## src/rtl/smi_agg_pkg.sv

```systemverilog
package smi_agg_pkg;
  localparam int DATA_W   = 16;
  localparam int N_TMR    = 2;
  localparam int N_DEV    = 3;
  localparam int N_FUNC   = 6;
  localparam int N_SRC    = N_TMR + N_DEV + 1;
  localparam int CFG_BIT  = N_TMR + N_DEV;
  localparam int SUM_BIT  = 9;
  localparam logic ADDR_CLR = 1'b0;
  localparam logic ADDR_MIR = 1'b1;
endpackage

```

## src/rtl/smi_src_gate.sv

```systemverilog
module smi_src_gate #(
  parameter int N_TMR  = 2,
  parameter int N_DEV  = 3,
  parameter int N_FUNC = 6,
  localparam int N_SRC = N_TMR + N_DEV + 1
) (
  input  logic [N_TMR-1:0]  tmr_expire_i,
  input  logic [N_TMR-1:0]  tmr_en_i,
  input  logic [N_DEV-1:0]  dev_trap_i,
  input  logic [N_DEV-1:0]  dev_en_i,
  input  logic [N_FUNC-1:0] func_trap_i,
  input  logic [N_FUNC-1:0] func_en_i,
  output logic [N_SRC-1:0]  ev_o
);
  for (genvar t = 0; t < N_TMR; t++) begin : g_tmr
    assign ev_o[t] = tmr_expire_i[t] & tmr_en_i[t];
  end
  for (genvar d = 0; d < N_DEV; d++) begin : g_dev
    assign ev_o[N_TMR+d] = dev_trap_i[d] & dev_en_i[d];
  end
  assign ev_o[N_SRC-1] = |(func_trap_i & func_en_i);
endmodule

```

## src/rtl/smi_flag_reg.sv

```systemverilog
module smi_flag_reg #(
  parameter int N_SRC = 6
) (
  input  logic             clk,
  input  logic             rst,
  input  logic [N_SRC-1:0] ev_i,
  input  logic             clr_i,
  output logic [N_SRC-1:0] flags_o
);
  logic [N_SRC-1:0] flags_q;

  always_ff @(posedge clk) begin
    if (rst) flags_q <= '0;
    else     flags_q <= (clr_i ? '0 : flags_q) | ev_i;
  end
  assign flags_o = flags_q;

  for (genvar i = 0; i < N_SRC; i++) begin : g_chk
    AST_FLAG_STICKY: assert property (@(posedge clk) disable iff (rst)
      (flags_q[i] && !clr_i) |=> flags_q[i]) else $error("sticky");
    AST_FLAG_CAUSE: assert property (@(posedge clk) disable iff (rst)
      (!flags_q[i] && !ev_i[i]) |=> !flags_q[i]) else $error("cause");
  end
endmodule

```

## src/rtl/smi_summary.sv

```systemverilog
module smi_summary #(
  parameter int N_SRC   = 6,
  parameter int DATA_W  = 16,
  parameter int SUM_BIT = 9
) (
  input  logic              clk,
  input  logic              rst,
  input  logic [N_SRC-1:0]  ev_i,
  input  logic              clr_i,
  output logic [DATA_W-1:0] top_stat_o,
  output logic              smi_o
);
  logic sum_q;

  always_ff @(posedge clk) begin
    if (rst)        sum_q <= 1'b0;
    else if (clr_i) sum_q <= |ev_i;
    else            sum_q <= sum_q | (|ev_i);
  end

  always_comb begin
    top_stat_o = '0;
    top_stat_o[SUM_BIT] = sum_q;
  end
  assign smi_o = sum_q;
endmodule

```

## src/rtl/smi_rd_port.sv

```systemverilog
module smi_rd_port #(
  parameter int N_SRC  = 6,
  parameter int DATA_W = 16
) (
  input  logic              clk,
  input  logic              rst,
  input  logic              rd_en_i,
  input  logic [N_SRC-1:0]  flags_i,
  output logic [DATA_W-1:0] rd_data_o
);
  localparam int RSV_W = DATA_W - N_SRC;
  logic [DATA_W-1:0] rd_q;

  always_ff @(posedge clk) begin
    if (rst)          rd_q <= '0;
    else if (rd_en_i) rd_q <= {{RSV_W{1'b0}}, flags_i};
  end
  assign rd_data_o = rd_q;

  AST_RSV_ZERO: assert property (@(posedge clk) disable iff (rst)
    rd_q[DATA_W-1:N_SRC] == '0) else $error("rsv");
endmodule

```

## src/rtl/smi_status_agg.sv

```systemverilog
module smi_status_agg
  import smi_agg_pkg::*;
(
  input  logic              clk,
  input  logic              rst,
  input  logic [N_TMR-1:0]  tmr_expire_i,
  input  logic [N_TMR-1:0]  tmr_en_i,
  input  logic [N_DEV-1:0]  dev_trap_i,
  input  logic [N_DEV-1:0]  dev_en_i,
  input  logic [N_FUNC-1:0] func_trap_i,
  input  logic [N_FUNC-1:0] func_en_i,
  input  logic              rd_en_i,
  input  logic              wr_en_i,
  input  logic              addr_i,
  input  logic [DATA_W-1:0] wr_data_i,
  output logic [DATA_W-1:0] rd_data_o,
  output logic [DATA_W-1:0] top_stat_o,
  output logic              smi_o
);
  logic [N_SRC-1:0] ev;
  logic [N_SRC-1:0] flags;
  logic             clr;

  assign clr = rd_en_i && (addr_i == ADDR_CLR);

  smi_src_gate #(.N_TMR(N_TMR), .N_DEV(N_DEV), .N_FUNC(N_FUNC)) u_gate (
    .tmr_expire_i(tmr_expire_i), .tmr_en_i(tmr_en_i),
    .dev_trap_i(dev_trap_i), .dev_en_i(dev_en_i),
    .func_trap_i(func_trap_i), .func_en_i(func_en_i),
    .ev_o(ev)
  );

  smi_flag_reg #(.N_SRC(N_SRC)) u_flags (
    .clk(clk), .rst(rst), .ev_i(ev), .clr_i(clr), .flags_o(flags)
  );

  smi_summary #(.N_SRC(N_SRC), .DATA_W(DATA_W), .SUM_BIT(SUM_BIT)) u_sum (
    .clk(clk), .rst(rst), .ev_i(ev), .clr_i(clr),
    .top_stat_o(top_stat_o), .smi_o(smi_o)
  );

  smi_rd_port #(.N_SRC(N_SRC), .DATA_W(DATA_W)) u_rd (
    .clk(clk), .rst(rst), .rd_en_i(rd_en_i), .flags_i(flags),
    .rd_data_o(rd_data_o)
  );

  AST_SMI_MATCH: assert property (@(posedge clk) disable iff (rst)
    smi_o == (|flags)) else $error("smi");
  AST_RD_VALUE: assert property (@(posedge clk) disable iff (rst)
    rd_en_i |=> rd_data_o[N_SRC-1:0] == $past(flags)) else $error("rd");
  AST_CLR_DROPS: assert property (@(posedge clk) disable iff (rst)
    (clr && ev == '0) |=> (flags == '0 && !smi_o)) else $error("clr");
  AST_KEEP_ON_HIT: assert property (@(posedge clk) disable iff (rst)
    (clr && ev != '0) |=> (smi_o && flags == $past(ev))) else $error("hit");
  AST_WR_IGNORED: assert property (@(posedge clk) disable iff (rst)
    (wr_en_i && !rd_en_i && ev == '0 && (wr_data_i != '0 || addr_i == ADDR_CLR))
      |=> $stable(flags)) else $error("wr");
  AST_TMR_GATED: assert property (@(posedge clk) disable iff (rst)
    $rose(flags[0]) |-> $past(tmr_en_i[0])) else $error("gate");
endmodule

```

## config.mk

```make
export PLATFORM = sky130hd
export DESIGN_NAME = smi_status_agg
export DESIGN_NICKNAME = d
export VERILOG_FILES = /design/src/rtl/smi_agg_pkg.sv /design/src/rtl/smi_src_gate.sv /design/src/rtl/smi_flag_reg.sv /design/src/rtl/smi_summary.sv /design/src/rtl/smi_rd_port.sv /design/src/rtl/smi_status_agg.sv
export SDC_FILE = /design/constraint.sdc
export NUM_CORES = 1
export LEC_CHECK = 0
export CORE_MARGIN = 8
export CORE_UTILIZATION = 29
export DETAILED_ROUTE_END_ITERATION = 8
export PLACE_DENSITY = 0.84
export SYNTH_ARGS = -nofsm -noshare
export SYNTH_HDL_FRONTEND = slang
export SYNTH_SLANG_ARGS = --single-unit
```

## constraint.sdc

```tcl
create_clock -name clk -period 1.4 [get_ports clk]
set_input_delay 0.28 -clock clk [delete_from_list [all_inputs] [get_ports clk]]
set_output_delay 0.28 -clock clk [all_outputs]
set_load 0.02 [all_outputs]
```

# Yosys cells after proc, flatten, opt, wreduce, memory -nomap -nowiden
# Cells that the tools add are included.
# totals
regBits	13
latch_bits	0
mem_bits_rw	0
rom_bits	0
output_inout_bits	33
word_cells	17
mem_count	0
# classes
addsub	0
multipliers	0
div	0
magnitude_cmp	0
n_eq_ne	0
shifts	0
n_mux	2
bitwise	9
n_reduce_logical	3
# ops
cell	n
$reduce_or A11 Y1	1
$and A6 B6 Y6	1
$mux W6	1
$or A6 B6 Y6	1
$reduce_or A6 Y1	1
$and A1 B1 Y1	5
$logic_and A1 B1 Y1	1
$mux W1	1
$not A1 Y1	1
$or A1 B1 Y1	1

# Logic depth before layout (Yosys ltp)
# logic_depth
ltp_word	4
ltp_mapped	4
depth_no_buf	3

# Cells and area by module
# A second synthesis with hierarchy kept.
# unflattened
cells_unflattened	86
area_unflattened_um2	748.2
# modules_own_cells
mod	instances	cells_per_inst	area_each_um2	seq_area_each_um2
smi_rd_port	1	30	292.8	120.1
smi_flag_reg	1	24	210.2	120.1
smi_summary	1	22	172.7	20.0
smi_src_gate	1	9	58.8	0.0
smi_status_agg	1	1	13.8	0.0

# Worst setup path before layout
# Ideal clock, no wire load.
# synth_timing
kind	input-to-reg
start	input port rd_en_i
end	register u_sum.sum_q, in the netlist u_sum.smi_o
t_arrival_ns	0.810
t_required_ns	1.269
path_slack_ns	0.459
stages	4
n_path_buf	1
cell_sequence	buf_6 nand2b_4 a222oi_1 a31oi_1
# synth_via
elab_chain_len	2
# synth_rtl
item	line_no	source
from (decl)	smi_status_agg.sv:12	input logic rd_en_i,
$logic_and A1 B1 Y1	smi_status_agg.sv:24	assign clr = rd_en_i && (addr_i == ADDR_CLR);
$mux W1	smi_summary.sv:17	else if (clr_i) sum_q <= |ev_i;
to (signal assigned)	smi_summary.sv:17	
to (signal assigned)	smi_summary.sv:18	else sum_q <= sum_q | (|ev_i);
to (decl)	smi_summary.sv:13	logic sum_q;
# Every way passes these cells.
# A chain may end at the register's enable or synchronous reset.

# Worst setup path after layout
# layout_timing
start	register u_sum.sum_q, in the netlist u_sum.smi_o
end	output port smi_o
# layout_rtl
item	line_no	source
to (decl)	smi_status_agg.sv:18	output logic smi_o
# No word-level cell between the ends.

==> summary.log <==
[outcome] outcome finished, final reports clean
[final_layout] post-route insts no fill 138
[synthesis] Yosys reg bits 13
[worst_setup_path] startpoint of the most critical register-to-register path u_sum.smi_o$_SDFF_PP0_
[timing] final worst clock skew 2.590 ps
[timing] Final Hold Violating Endpoints 0
[clock_network] Clock Tree Root sky130_fd_sc_hd__clkbuf_4
[die] initial core utilization 30.92%
[worst_setup_path] Crit path max-delay family flip-flops
[synthesis] synthesized area 690.7 µm²
[die] floorplan row count 17
[pwr] Power Dens Cells 879.7 nW/µm²
[global_route] global-route total usage across every layer 7.765%
[global_route] number of global-route vias before repair 596
[final_layout] antenna cell count 0
[place] pre-CTS setup slack -22.93 ps
[run] max capacitance violation total 0
[place] DP HPWL 1.512 mm
[worst_setup_path] data arrival time of the critical path 970 ps
[pwr] worst vdd ir 0.4950 mV
[routing] DRC violation count after routing 0
[worst_setup_path] nature of the critical path endpoint primary output
[worst_setup_path] critical path's slowest cell sky130_fd_sc_hd__dfxtp_1
[clock_network] Num CTS Buffers 3
[routing] 1st-iter DRT viols 15
[clock_network] CTS H-tree depth 1
[synthesis] portion of the post-synthesis area used by sequential elements 37.68%
[routing] Detailed Routing Iterations Pass 1 4
[place] port bufs 33
[pwr] leakage power of the design 0.4700 nW
[clock_network] clock latency at the later pin of the worst-skew pair 280 ps
[routing] via-per-instance ratio 4.254
[routing] sum of routed wire length over all layers 1.762 mm
[timing] smallest setup slack after layout 152.9 ps
[routing] detailed-route wire length per cell 12.77 µm
[worst_setup_path] peak fanout along the critical path 3
[final_layout] area of the multi-input gates 310.3 µm²
[worst_setup_path] Worst Reg2Reg Path Length in Cells 2
[timing] Max Clock Freq 0.8018 GHz
[synthesis] Cells after Synth 74
[final_layout] area growth from synthesis to layout 41.12%
[timing] setup repair after global routing missed its margin no
[die] die footprint 4199 µm²
[die] placeable core region 2233 µm²
[worst_setup_path] critical register-to-register path endpoint u_sum.smi_o$_SDFF_PP0_
[timing] count of endpoints failing setup in the final report 0
[clock_network] clock transition at the registers of the reported paths 80 ps
[clock_network] number of buffers on the longest clock path 2
[timing] number of pins exceeding their max-slew limit in the final report 0
[worst_setup_path] element type at the critical path start flop
[place] RePlAce Congestion 0.7897
[worst_setup_path] critical path class flop to primary output
[routing] antenna-violating nets left 0
[synthesis] count of unique library cells instantiated by Yosys 14
[timing] post-route fraction of the period consumed by the critical path 89.08%
[worst_setup_path] critical path cell sequence dlygate4sd2_1
[clock_network] clock tree sinks 13
[routing] DR vias 587
[clock_network] CTS resizes 8
[clock_network] number of setup buffers added after CTS 0
[synthesis] Synth Area per Inst 9.333 µm²
[worst_setup_path] CP bufs+invs 1
[hold_path] start point of the worst min-delay path u_flags.flags_o[5]$_SDFF_PP0_
[hold_path] endpoint of the worst hold-timing path u_flags.flags_o[5]$_SDFF_PP0_
[worst_setup_path] required time reported for the critical path endpoint 1120 ps
[global_route] global-route wire length before repair 2.553 mm
[timing] post-route minimum period 1247 ps
[die] number of ports placed on the die boundary 76
[final_layout] fin nets 154
[die] die height 64.80 µm
[final_layout] Filler Cell Count 234
[global_route] aggregate global routing overflow 0
[worst_setup_path] worst-case register-to-register setup slack 600 ps
[hold_path] hold crit path type flop to flop
[clock_network] hold-fix buffers at CTS 0
[global_route] number of antenna violations at the first check in global routing 0
[final_layout] fraction of final layout cells sized beyond drive strength 1 6.364%
[synthesis] count of yosys warnings during synthesis 0
[global_route] largest net degree at the start of global routing 14
[final_layout] Register Area 260.3 µm²
[clock_network] clock tree from TritonCTS done
[die] width of the chip 64.80 µm
[worst_setup_path] Crit path largest cell delay 350 ps
[place] number of placed instances with taps included 134
[hold_path] number of cells traversed by the worst hold path 2
[cell usage after synthesis]
master / number / area, µm²
sky130_fd_sc_hd__conb_1: 1 / 3.750
sky130_fd_sc_hd__and3_1: 1 / 6.260
sky130_fd_sc_hd__a31oi_1: 1 / 6.260
sky130_fd_sc_hd__a22oi_1: 8 / 60.06
sky130_fd_sc_hd__mux2i_1: 6 / 60.06
sky130_fd_sc_hd__buf_6: 1 / 11.26
sky130_fd_sc_hd__buf_1: 1 / 3.750
sky130_fd_sc_hd__nand2_1: 1 / 3.750
sky130_fd_sc_hd__dfxtp_1: 13 / 260.3
sky130_fd_sc_hd__a21oi_1: 1 / 5.000
sky130_fd_sc_hd__nand2b_4: 1 / 13.76
sky130_fd_sc_hd__a222oi_1: 2 / 20.02
sky130_fd_sc_hd__nor2_1: 11 / 41.29
sky130_fd_sc_hd__buf_4: 26 / 195.2
[layout make-up]
cell class,instances,area share (%)
clock buffer,4,2.696
multi-input combinational,57,31.84
timing repair buffer,36,35.17
tap,28,3.594
sequential,13,26.70
[cell families (layout without fill, tap and decap cells)]
family                 Yosys count  in the layout  synth area share (%)
other                            1             25                0.5430
buffers and inverters           28             40                 30.43
and+or+nand+nor                 14             14                 9.420
muxes                            6              6                 8.696
AOI/OAI and AO/OA               12             12                 13.22
DFF                             13             13                 37.68
[layer usage]
metal  track usage [%]  part of all wire (%)  up-vias
li1                  -                     -      275
met1             7.609                    38      266
met2             13.29                    47       43
met3             4.811                    14        3
met4             2.452                  0.79        0
met5                 0                     0        -
[power by group]
part	switching (mW)	internal, mW
sequential	0.00975	0.390
combinational	0.122	0.103
clock	0.122	0.111
total	0.254	0.603
[layout by cell type (no fill, tap or decap), drive strengths merged]
| cell | netlist | routed |
|---|---|---|
| and3 | 1 | 1 |
| nand2 | 1 | 1 |
| nand2b | 1 | 1 |
| conb | 1 | 25 |
| nor2 | 11 | 11 |
| clkdlybuf4s50 | 0 | 25 |
| mux2i | 6 | 6 |
| buf | 28 | 3 |
| dfxtp | 13 | 13 |
| dlygate4sd2 | 0 | 8 |
| a31oi | 1 | 1 |
| a222oi | 2 | 2 |
| a21oi | 1 | 1 |
| clkbuf | 0 | 4 |
| a22oi | 8 | 8 |
[sequential cells by signal (all words and copies together) (netlist names)]
name,cells
u_rd.rd_data_o,6
u_sum.smi_o,1
u_flags.flags_o,6
[per-stage QoR]
stage	power [mW]	setup TNS, ps	area, µm²	utilization [%]	hold WS (ps)
2_1_floorplan	0.5852	0	780.7	-	349.1
3_3_place_gp	0.6349	-0.1685	958.4	42.91	443.6
3_5_place_dp	0.6384	-22.93	958.4	42.91	454.8
4_1_cts	0.8696	0	974.7	43.64	466.3
5_1_grt	0.9024	0	974.7	43.64	505.7
6_report	0.8575	0	974.7	43.64	465.9
[worst max path at each step]
stage	slack, ps	endpoint	depth (start not counted)	start
after CTS	130	smi_o	1	u_sum.smi_o$_SDFF_PP0_
after global placement	-0.2	u_sum.smi_o$_SDFF_PP0_	4	rd_en_i
after floorplan	460	u_sum.smi_o$_SDFF_PP0_	4	rd_en_i
after detailed placement	-20	u_sum.smi_o$_SDFF_PP0_	4	rd_en_i
after global routing	100	smi_o	1	u_sum.smi_o$_SDFF_PP0_
final	150	smi_o	1	u_sum.smi_o$_SDFF_PP0_
No activity file was read; power rests on OpenSTA's default activity.
